==> src/rtl/irq_res_pkg.sv <==
package irq_res_pkg;
  localparam int SUM_W     = 32;
  localparam int PEND_W    = 32;
  localparam int SRC_W     = 5;
  localparam int BANK_W    = 2;
  localparam int ID_W      = BANK_W + SRC_W;
  localparam int NUM_BASIC = 8;
  localparam int CASC1_BIT = 8;
  localparam int CASC2_BIT = 9;
  localparam int SC_LO     = 10;
  localparam int SC1_N     = 5;
  localparam int SC2_N     = 6;
  localparam int SC_N      = SC1_N + SC2_N;
  localparam int VALID_W   = SC_LO + SC_N;
  localparam int SC_IDX_W  = $clog2(SC_N);
  localparam logic [SUM_W-1:0] VALID_MASK = SUM_W'((64'd1 << VALID_W) - 64'd1);

  typedef enum logic [2:0] {
    GRP_NONE, GRP_BASIC, GRP_SC, GRP_CASC1, GRP_CASC2
  } grp_e;

  // shortcut slot -> real source number in its bank
  function automatic logic [SRC_W-1:0] sc_src(input logic [SC_IDX_W-1:0] idx);
    case (idx)
      4'd0:    sc_src = 5'd7;
      4'd1:    sc_src = 5'd9;
      4'd2:    sc_src = 5'd10;
      4'd3:    sc_src = 5'd18;
      4'd4:    sc_src = 5'd19;
      4'd5:    sc_src = 5'd21;
      4'd6:    sc_src = 5'd22;
      4'd7:    sc_src = 5'd23;
      4'd8:    sc_src = 5'd24;
      4'd9:    sc_src = 5'd25;
      4'd10:   sc_src = 5'd30;
      default: sc_src = 5'd0;
    endcase
  endfunction
endpackage

==> src/rtl/irq_lsb_find.sv <==
module irq_lsb_find #(
  parameter int W     = 8,
  parameter int IDX_W = (W > 1) ? $clog2(W) : 1
) (
  input  logic [W-1:0]     vec_i,
  output logic             any_o,
  output logic [IDX_W-1:0] idx_o
);
  always_comb begin
    idx_o = '0;
    for (int i = W - 1; i >= 0; i--) begin
      if (vec_i[i]) idx_o = IDX_W'(i);
    end
  end
  assign any_o = |vec_i;
endmodule

==> src/rtl/irq_sc_xlate.sv <==
module irq_sc_xlate
  import irq_res_pkg::*;
(
  input  logic [SC_N-1:0]   sc_i,
  output logic              any_o,
  output logic [BANK_W-1:0] bank_o,
  output logic [SRC_W-1:0]  src_o
);
  logic [SC_IDX_W-1:0] idx;

  // bank 1 slots sit below bank 2 slots, so lowest slot also honours bank order
  irq_lsb_find #(.W(SC_N), .IDX_W(SC_IDX_W)) u_find (
    .vec_i (sc_i),
    .any_o (any_o),
    .idx_o (idx)
  );

  assign bank_o = (int'(idx) < SC1_N) ? BANK_W'(1) : BANK_W'(2);
  assign src_o  = sc_src(idx);
endmodule

==> src/rtl/irq_res_core.sv <==
module irq_res_core
  import irq_res_pkg::*;
(
  input  logic [SUM_W-1:0]  summary_i,
  input  logic [PEND_W-1:0] pend1_i,
  input  logic [PEND_W-1:0] pend2_i,
  output logic [ID_W-1:0]   id_o,
  output logic              valid_o
);
  localparam int BASIC_IDX_W = $clog2(NUM_BASIC);
  localparam int PEND_IDX_W  = $clog2(PEND_W);

  logic [SUM_W-1:0]       masked;
  logic                   basic_any, sc_any, p1_any, p2_any;
  logic [BASIC_IDX_W-1:0] basic_idx;
  logic [PEND_IDX_W-1:0]  p1_idx, p2_idx;
  logic [BANK_W-1:0]      sc_bank, bank;
  logic [SRC_W-1:0]       sc_src_n, src;
  grp_e                   grp;
  logic                   hit;

  assign masked = summary_i & VALID_MASK;

  irq_lsb_find #(.W(NUM_BASIC), .IDX_W(BASIC_IDX_W)) u_basic (
    .vec_i (masked[NUM_BASIC-1:0]),
    .any_o (basic_any),
    .idx_o (basic_idx)
  );

  irq_sc_xlate u_sc (
    .sc_i   (masked[SC_LO+SC_N-1:SC_LO]),
    .any_o  (sc_any),
    .bank_o (sc_bank),
    .src_o  (sc_src_n)
  );

  irq_lsb_find #(.W(PEND_W), .IDX_W(PEND_IDX_W)) u_p1 (
    .vec_i (pend1_i),
    .any_o (p1_any),
    .idx_o (p1_idx)
  );

  irq_lsb_find #(.W(PEND_W), .IDX_W(PEND_IDX_W)) u_p2 (
    .vec_i (pend2_i),
    .any_o (p2_any),
    .idx_o (p2_idx)
  );

  always_comb begin
    if (basic_any)              grp = GRP_BASIC;
    else if (sc_any)            grp = GRP_SC;
    else if (masked[CASC1_BIT]) grp = GRP_CASC1;
    else if (masked[CASC2_BIT]) grp = GRP_CASC2;
    else                        grp = GRP_NONE;
  end

  always_comb begin
    bank = '0;
    src  = '0;
    hit  = 1'b0;
    unique case (grp)
      GRP_BASIC: begin bank = '0;        src = SRC_W'(basic_idx); hit = 1'b1;   end
      GRP_SC:    begin bank = sc_bank;   src = sc_src_n;          hit = 1'b1;   end
      GRP_CASC1: begin bank = BANK_W'(1); src = SRC_W'(p1_idx);   hit = p1_any; end
      GRP_CASC2: begin bank = BANK_W'(2); src = SRC_W'(p2_idx);   hit = p2_any; end
      default:   begin bank = '0;        src = '0;                hit = 1'b0;   end
    endcase
  end

  assign valid_o = hit && (|masked);
  assign id_o    = valid_o ? {bank, src} : '1;
endmodule

==> src/rtl/irq_pend_resolver.sv <==
module irq_pend_resolver
  import irq_res_pkg::*;
#(
  parameter bit REG_OUT = 1'b1
) (
  input  logic              clk_i,
  input  logic              rst_ni,
  input  logic [SUM_W-1:0]  summary_i,
  input  logic [PEND_W-1:0] pend1_i,
  input  logic [PEND_W-1:0] pend2_i,
  output logic [ID_W-1:0]   id_o,
  output logic              valid_o
);
  logic [ID_W-1:0] id_c;
  logic            valid_c;

  irq_res_core u_core (
    .summary_i (summary_i),
    .pend1_i   (pend1_i),
    .pend2_i   (pend2_i),
    .id_o      (id_c),
    .valid_o   (valid_c)
  );

  generate
    if (REG_OUT) begin : g_reg
      logic [ID_W-1:0] id_q;
      logic            valid_q;

      always_ff @(posedge clk_i or negedge rst_ni) begin
        if (!rst_ni) begin
          id_q    <= '1;
          valid_q <= 1'b0;
        end else begin
          id_q    <= id_c;
          valid_q <= valid_c;
        end
      end
      assign id_o    = id_q;
      assign valid_o = valid_q;

      a_r1_bank_code: assert property (@(posedge clk_i) disable iff (!rst_ni)
        valid_o |-> (id_o[ID_W-1:SRC_W] != '1));
      a_r3_idle_none: assert property (@(posedge clk_i) disable iff (!rst_ni)
        (summary_i[VALID_W-1:0] == '0) |=> (!valid_o && id_o == '1));
      a_r4_basic_bank0: assert property (@(posedge clk_i) disable iff (!rst_ni)
        (|summary_i[NUM_BASIC-1:0]) |=> (valid_o && id_o[ID_W-1:SRC_W] == '0));
      a_r7_sc1_over_cascade: assert property (@(posedge clk_i) disable iff (!rst_ni)
        (summary_i[NUM_BASIC-1:0] == '0 && |summary_i[SC_LO+SC1_N-1:SC_LO])
        |=> (valid_o && id_o[ID_W-1:SRC_W] == BANK_W'(1)));
      a_r9_empty_cascade: assert property (@(posedge clk_i) disable iff (!rst_ni)
        (summary_i[VALID_W-1:0] == (VALID_W'(1) << CASC1_BIT) && pend1_i == '0)
        |=> !valid_o);
      a_r10_none_code: assert property (@(posedge clk_i) disable iff (!rst_ni)
        !valid_o |-> (id_o == '1));
    end else begin : g_comb
      assign id_o    = id_c;
      assign valid_o = valid_c;
    end
  endgenerate
endmodule

==> config.mk <==
export PLATFORM = sky130hd
export DESIGN_NAME = irq_pend_resolver
export DESIGN_NICKNAME = d
export VERILOG_FILES = /design/src/rtl/irq_res_pkg.sv /design/src/rtl/irq_lsb_find.sv /design/src/rtl/irq_sc_xlate.sv /design/src/rtl/irq_res_core.sv /design/src/rtl/irq_pend_resolver.sv
export SDC_FILE = /design/constraint.sdc
export NUM_CORES = 1
export LEC_CHECK = 0
export BUFFER_PORTS_ARGS = -buffer_cell sky130_fd_sc_hd__buf_2
export CAP_MARGIN = 10
export CORE_MARGIN = 2
export CORE_UTILIZATION = 35
export DETAILED_ROUTE_END_ITERATION = 8
export HOLD_SLACK_MARGIN = 0.03
export MAX_ROUTING_LAYER = met4
export PLACE_DENSITY = 0.76
export SYNTH_ARGS = -nofsm -noshare
export SYNTH_HDL_FRONTEND = slang
export SYNTH_SLANG_ARGS = --single-unit
==> constraint.sdc <==
create_clock -name clk_i -period 0.8 [get_ports clk_i]
set_input_delay 0.12 -clock clk_i [delete_from_list [all_inputs] [get_ports clk_i]]
set_output_delay 0.12 -clock clk_i [all_outputs]
set_load 0.01 [all_outputs]
-- Word-level counts from Yosys, hierarchy flattened
Memory sizes are Yosys's and may differ from the RTL's.
Cells that the tools add are included.
- memory bits (read-only): 80
- register bits: 8
- output and inout bits: 8
- memories: 1
- input port bits: 98
- order comparisons: 1
- eq/ne operators: 4
- reduce and logical (&&, ||, !) cells: 7
- mux-type cells: 92
- memory list (memory ; words ; width ; rd ports ; clocked after Yosys merged registers in ; wr ports ; RTL line ; text):
    (no name shown) ; 16 ; 5 ; 1 ; 0 ; 0 ; irq_res_pkg.sv:24 ; case (idx)
- operators by type and width (kind ; count):
    5-bit 2-to-1 mux ; 64
    32-bit OR reduction ; 2
    4-bit 2-to-1 mux ; 11
    3-bit 2-to-1 mux ; 12
    21-bit OR reduction ; 1
    5-bit one-hot mux with 4 select lines ; 1
    11-bit OR reduction ; 1
    8-bit OR reduction ; 1
    7-bit 2-to-1 mux ; 1
    3-bit by 2-bit == test with 1-bit output, second input constant ; 2
    2-bit one-hot mux with 3 select lines ; 1
    4-bit by 3-bit < comparator with 1-bit output, second input constant ; 1
    3-bit by 1-bit == test with 1-bit output, second input constant ; 1
    3-bit == test, second input constant ; 1
    1-bit one-hot mux with 3 select lines ; 1
    2-bit 2-to-1 mux ; 1
    2-bit OR reduction ; 1
    1-bit logical AND ; 1

-- Depth between registers and ports, before layout
- depth in word-level cells: 34
- depth in mapped cells: 12

-- Modules after synthesis
From an unflattened synthesis, not the netlist that was laid out.
- cells, all modules: 233
- area total of the unflattened synthesis: 1612.8 µm²
- by module, submodules not included (module ; times used ; cells each ; area an instance (µm²)):
    irq_lsb_find at u_core.u_p1 ... ; 2 ; 65 ; 385.4
    irq_res_core ; 1 ; 38 ; 264.0
    irq_pend_resolver ; 1 ; 8 ; 209.0
    irq_sc_xlate ; 1 ; 25 ; 175.2
    irq_lsb_find at u_core.u_sc.u_find ; 1 ; 19 ; 112.6
    irq_lsb_find at u_core.u_basic ; 1 ; 13 ; 81.3

-- Worst setup path after synthesis
OpenSTA, ideal clock, no wires.
- kind: input to register
- from: in summary_i[19]
- to: reg g_reg.id_q[1], in the netlist id_o[1]
- slack: -0.985 ns
- arrival time: 1.692 ns
- stages on the path: 10
- library setup time: 0.093 ns
- cells stage by stage: nor2_1 -> a211oi_1 -> nor3_1 -> o31ai_1 -> inv_1 -> ha_1 -> nand3_1 -> o21ai_0 -> a22o_1 -> nand4bb_1
- word-level cells in the longest chain between the ends: 13
- elaborated cells between the ends (all ways): 24
- RTL lines (what ; RTL line ; text):
    from (decl) ; irq_pend_resolver.sv:8 ; input logic [SUM_W-1:0] summary_i,
    4-bit 2-to-1 mux (10 in series) ; irq_lsb_find.sv:12 ; if (vec_i[i]) idx_o = IDX_W'(i);
    memory read 16 x 5 bit ; - ;
    5-bit one-hot mux with 4 select lines ; irq_res_core.sv:61 ; unique case (grp)
    7-bit 2-to-1 mux * ; irq_res_core.sv:71 ; assign id_o = valid_o ? {bank, src} : '1;
    net id_c[1] ; irq_pend_resolver.sv:14 ; logic [ID_W-1:0] id_c;
    to (signal assigned) ; irq_pend_resolver.sv:35 ; id_q <= id_c;
    to (decl) ; irq_pend_resolver.sv:27 ; logic [ID_W-1:0] id_q;
The timed path passes the listed nets; every way through them passes the cells marked *.

-- Final worst setup path
- from: in summary_i[18]
- to: reg g_reg.id_q[3], in the netlist id_o[3]
- word-level cells in the longest chain between the ends: 12
- elaborated cells between the ends (all ways): 23
- RTL lines (what ; RTL line):
    4-bit 2-to-1 mux (9 in series) ; irq_lsb_find.sv:12
    memory read 16 x 5 bit ; -
    5-bit one-hot mux with 4 select lines ; irq_res_core.sv:61
    7-bit 2-to-1 mux * ; irq_res_core.sv:71
    net id_c[3] ; irq_pend_resolver.sv:14
Marks and branches as above.

==> flow_summary.ini <==
[worst_hold_path]
min_path_type = input port to asynchronous set/reset pin

[cells_and_area]
multi_input_area_um2 = 1440
antennaDiodeCount = 0
final_area_um2 = 3120
nets = 515
seq_area_um2 = 209
n_fill_cell = 264
layout-drive-gt1-share_pct = 59.4
syn2layout_area_growth_pct = 112

[yosys]
ys_types = 53
ys_warn_count = 0
avgSynthCellArea_um2 = 6.86
yosysMostFrequentCell = nor2_1
synth_common_cells = nor2_1, nor4_1, a21oi_1
synth_area_um2 = 1470
ys_ff_latch = 8
ys_seq_area_share_pct = 14.2
synth_top_area_share_pct = 12.5
syn_nets = 320
synth_top_area_cell = dfstp_2
async_flop_share_pct = 100
synth_edf_count = 0
yosys-top-cells-area = dfstp_2, nor2_1, nor4_1, a21oi_1, ha_1
postSynthCellCount = 215
synth_ff_type = dfstp_2

[global_route]
grt_overflow = 0
track_usage_pct = 29.9
grt_pass1_vias = 2504
grt_first_pass_wirelength_um = 10700
antenna_found_initial = 0
grt_max_degree = 9

[sta]
slew_headroom_pct = 59.5
hold_slack_ns = 0.279
tns_ns = -7.33
period_share_pct = 208
setup_viol = 16
fmax_ghz = 0.601
min_period_ns = 1.66
finalWorstSetupSlack_ns = -0.865
max_slew.worst_pin.slew_ns = 0.602
hold_violations = 0
grt_setup_unrepaired = yes
slew_viol_final = 0

[detailed_routing]
drt-total-wl_um = 7440
wl_met3_um = 588
routedWlPerCell_um = 16.2
viasPerCell = 5.87
drc = 0
wl_met2_um = 3700
dr.max_layer_used = met4
antenna_left = 0
first_pass_iters = 6
wl_met1_um = 2730
vias = 2693
drtIter0Drc = 231

[clocking]
clockRootBuffer = clkbuf_8
clockBufferDepth = 2
cts_max_level = 1
clk_pin_slew_worst_paths_ns = 0.05
clock-sinks = 8
cts_made_buffers = 3
cts_tree = built

[placement]
dpl_worst_slack_ns = -1.04
place.gp.congestion = 0.900
hpwl_um = 5080
port_buffers = 94
postPlaceCellArea_um2 = 2750

[run]
max-cap-violations = 0

[power]
p_total_w = 0.00213
peakVddDrop_uv = 414
p_leak_nw = 1.44
p_per_area_nw_per_um2 = 681

[floorplanning]
die-area_um2 = 4750
die_y_um = 68.9
coreArea_um2 = 4030
die_x_um = 68.9
rows = 23
io_pins = 106
start_util_pct = 36.6

[setup_path]
startpoint = summary_i[18]
endpoint_kind = register
start_kind = input port
cp_max_fo = 4
path_class = input port to register
critPathArrivalTime_ns = 1.79
worst_ep_required_time_ns = 0.92

[status]
violations = negative setup slack
outcome = finished, violations left
## sequential cells by signal, summed over array words and instances (netlist names)
register  count
id_o          7
valid_o       1
## worst max-delay path, stage by stage
cell	delay, ns
buf_8	0.10
nand2b_4	0.13
a21oi_2	0.14
o21bai_1	0.07
a21oi_1	0.14
nor2_1	0.07
or2_4	0.27
buf_6	0.13
ha_4	0.20
a22o_2	0.22
nand2_1	0.06
nand4_1	0.13
## routing by layer
layer	vias to the layer above	GRT usage, %
li1	1235	-
met1	1190	33.9
met3	66	4.38
met4	0	14.2
met2	202	51.7
met5	-	-
## area by class of cell
cell class / count / share of cell area (%)
Inverter: 16 / 1.92
Clock buffer: 4 / 1.44
Sequential cell: 8 / 6.69
Timing Repair Buffer: 191 / 41.8
Multi-Input combinational cell: 190 / 46.1
Tap cell: 50 / 2.00
## path summary, 6_finish.rpt
path	end	cells after the start	slack [ns]
min	valid_o	2	0.28
max in group asynchronous	id_o[4]	2	0.26
max	id_o[3]	12	-0.86
min in group clk_i	id_o[0]	4	0.28
## stage by stage
step	utilization, %	cells
2_1_floorplan	-	215
3_3_place_gp	68.1	450
3_5_place_dp	68.1	450
4_1_cts	73.7	456
5_1_grt	77.5	459
6_report	77.5	459
## kinds of logic after synthesis
group	count (synthesis)	synth area share, %
simple gates	116	43.9
compound gates	67	31.2
buf+inv	17	4.84
flops	8	14.2
fa+ha+maj	7	5.94
## report_power, final
group / switching [W] / leakage, nW / internal, W
clock: 0.000191 / 0.0228 / 0.000348
sequential: 0.00000416 / 0.0812 / 0.000421
combinational: 0.000538 / 1.34 / 0.000625
## cells in the final DEF, fill, tap and decap left out, types with 4 or more instances in the layout
cell | synthesis | layout
a21oi_1 | 18 | 15
buf_2 | 0 | 79
buf_4 | 0 | 94
buf_6 | 1 | 16
dfstp_2 | 7 | 7
inv_1 | 16 | 15
nand2_1 | 10 | 9
nand4_1 | 7 | 7
nor2_1 | 34 | 30
nor3_1 | 15 | 13
nor4_1 | 19 | 14
nor4_4 | 1 | 4
o21ai_0 | 11 | 7
o311ai_0 | 4 | 4
o31ai_1 | 5 | 4
or4_1 | 7 | 4
or4_4 | 1 | 4
## repair_timing
item | 4_1_cts | 5_1_grt
gates resized for setup | 26 | 26
buffers inserted | 1 | 3
pin swaps | 19 | 20
endpoints found under the setup margin | 16 | 16
hold endpoints to repair | 8 | 0
hold buffers | 1 | 0
(Power assumes the default switching activity.)
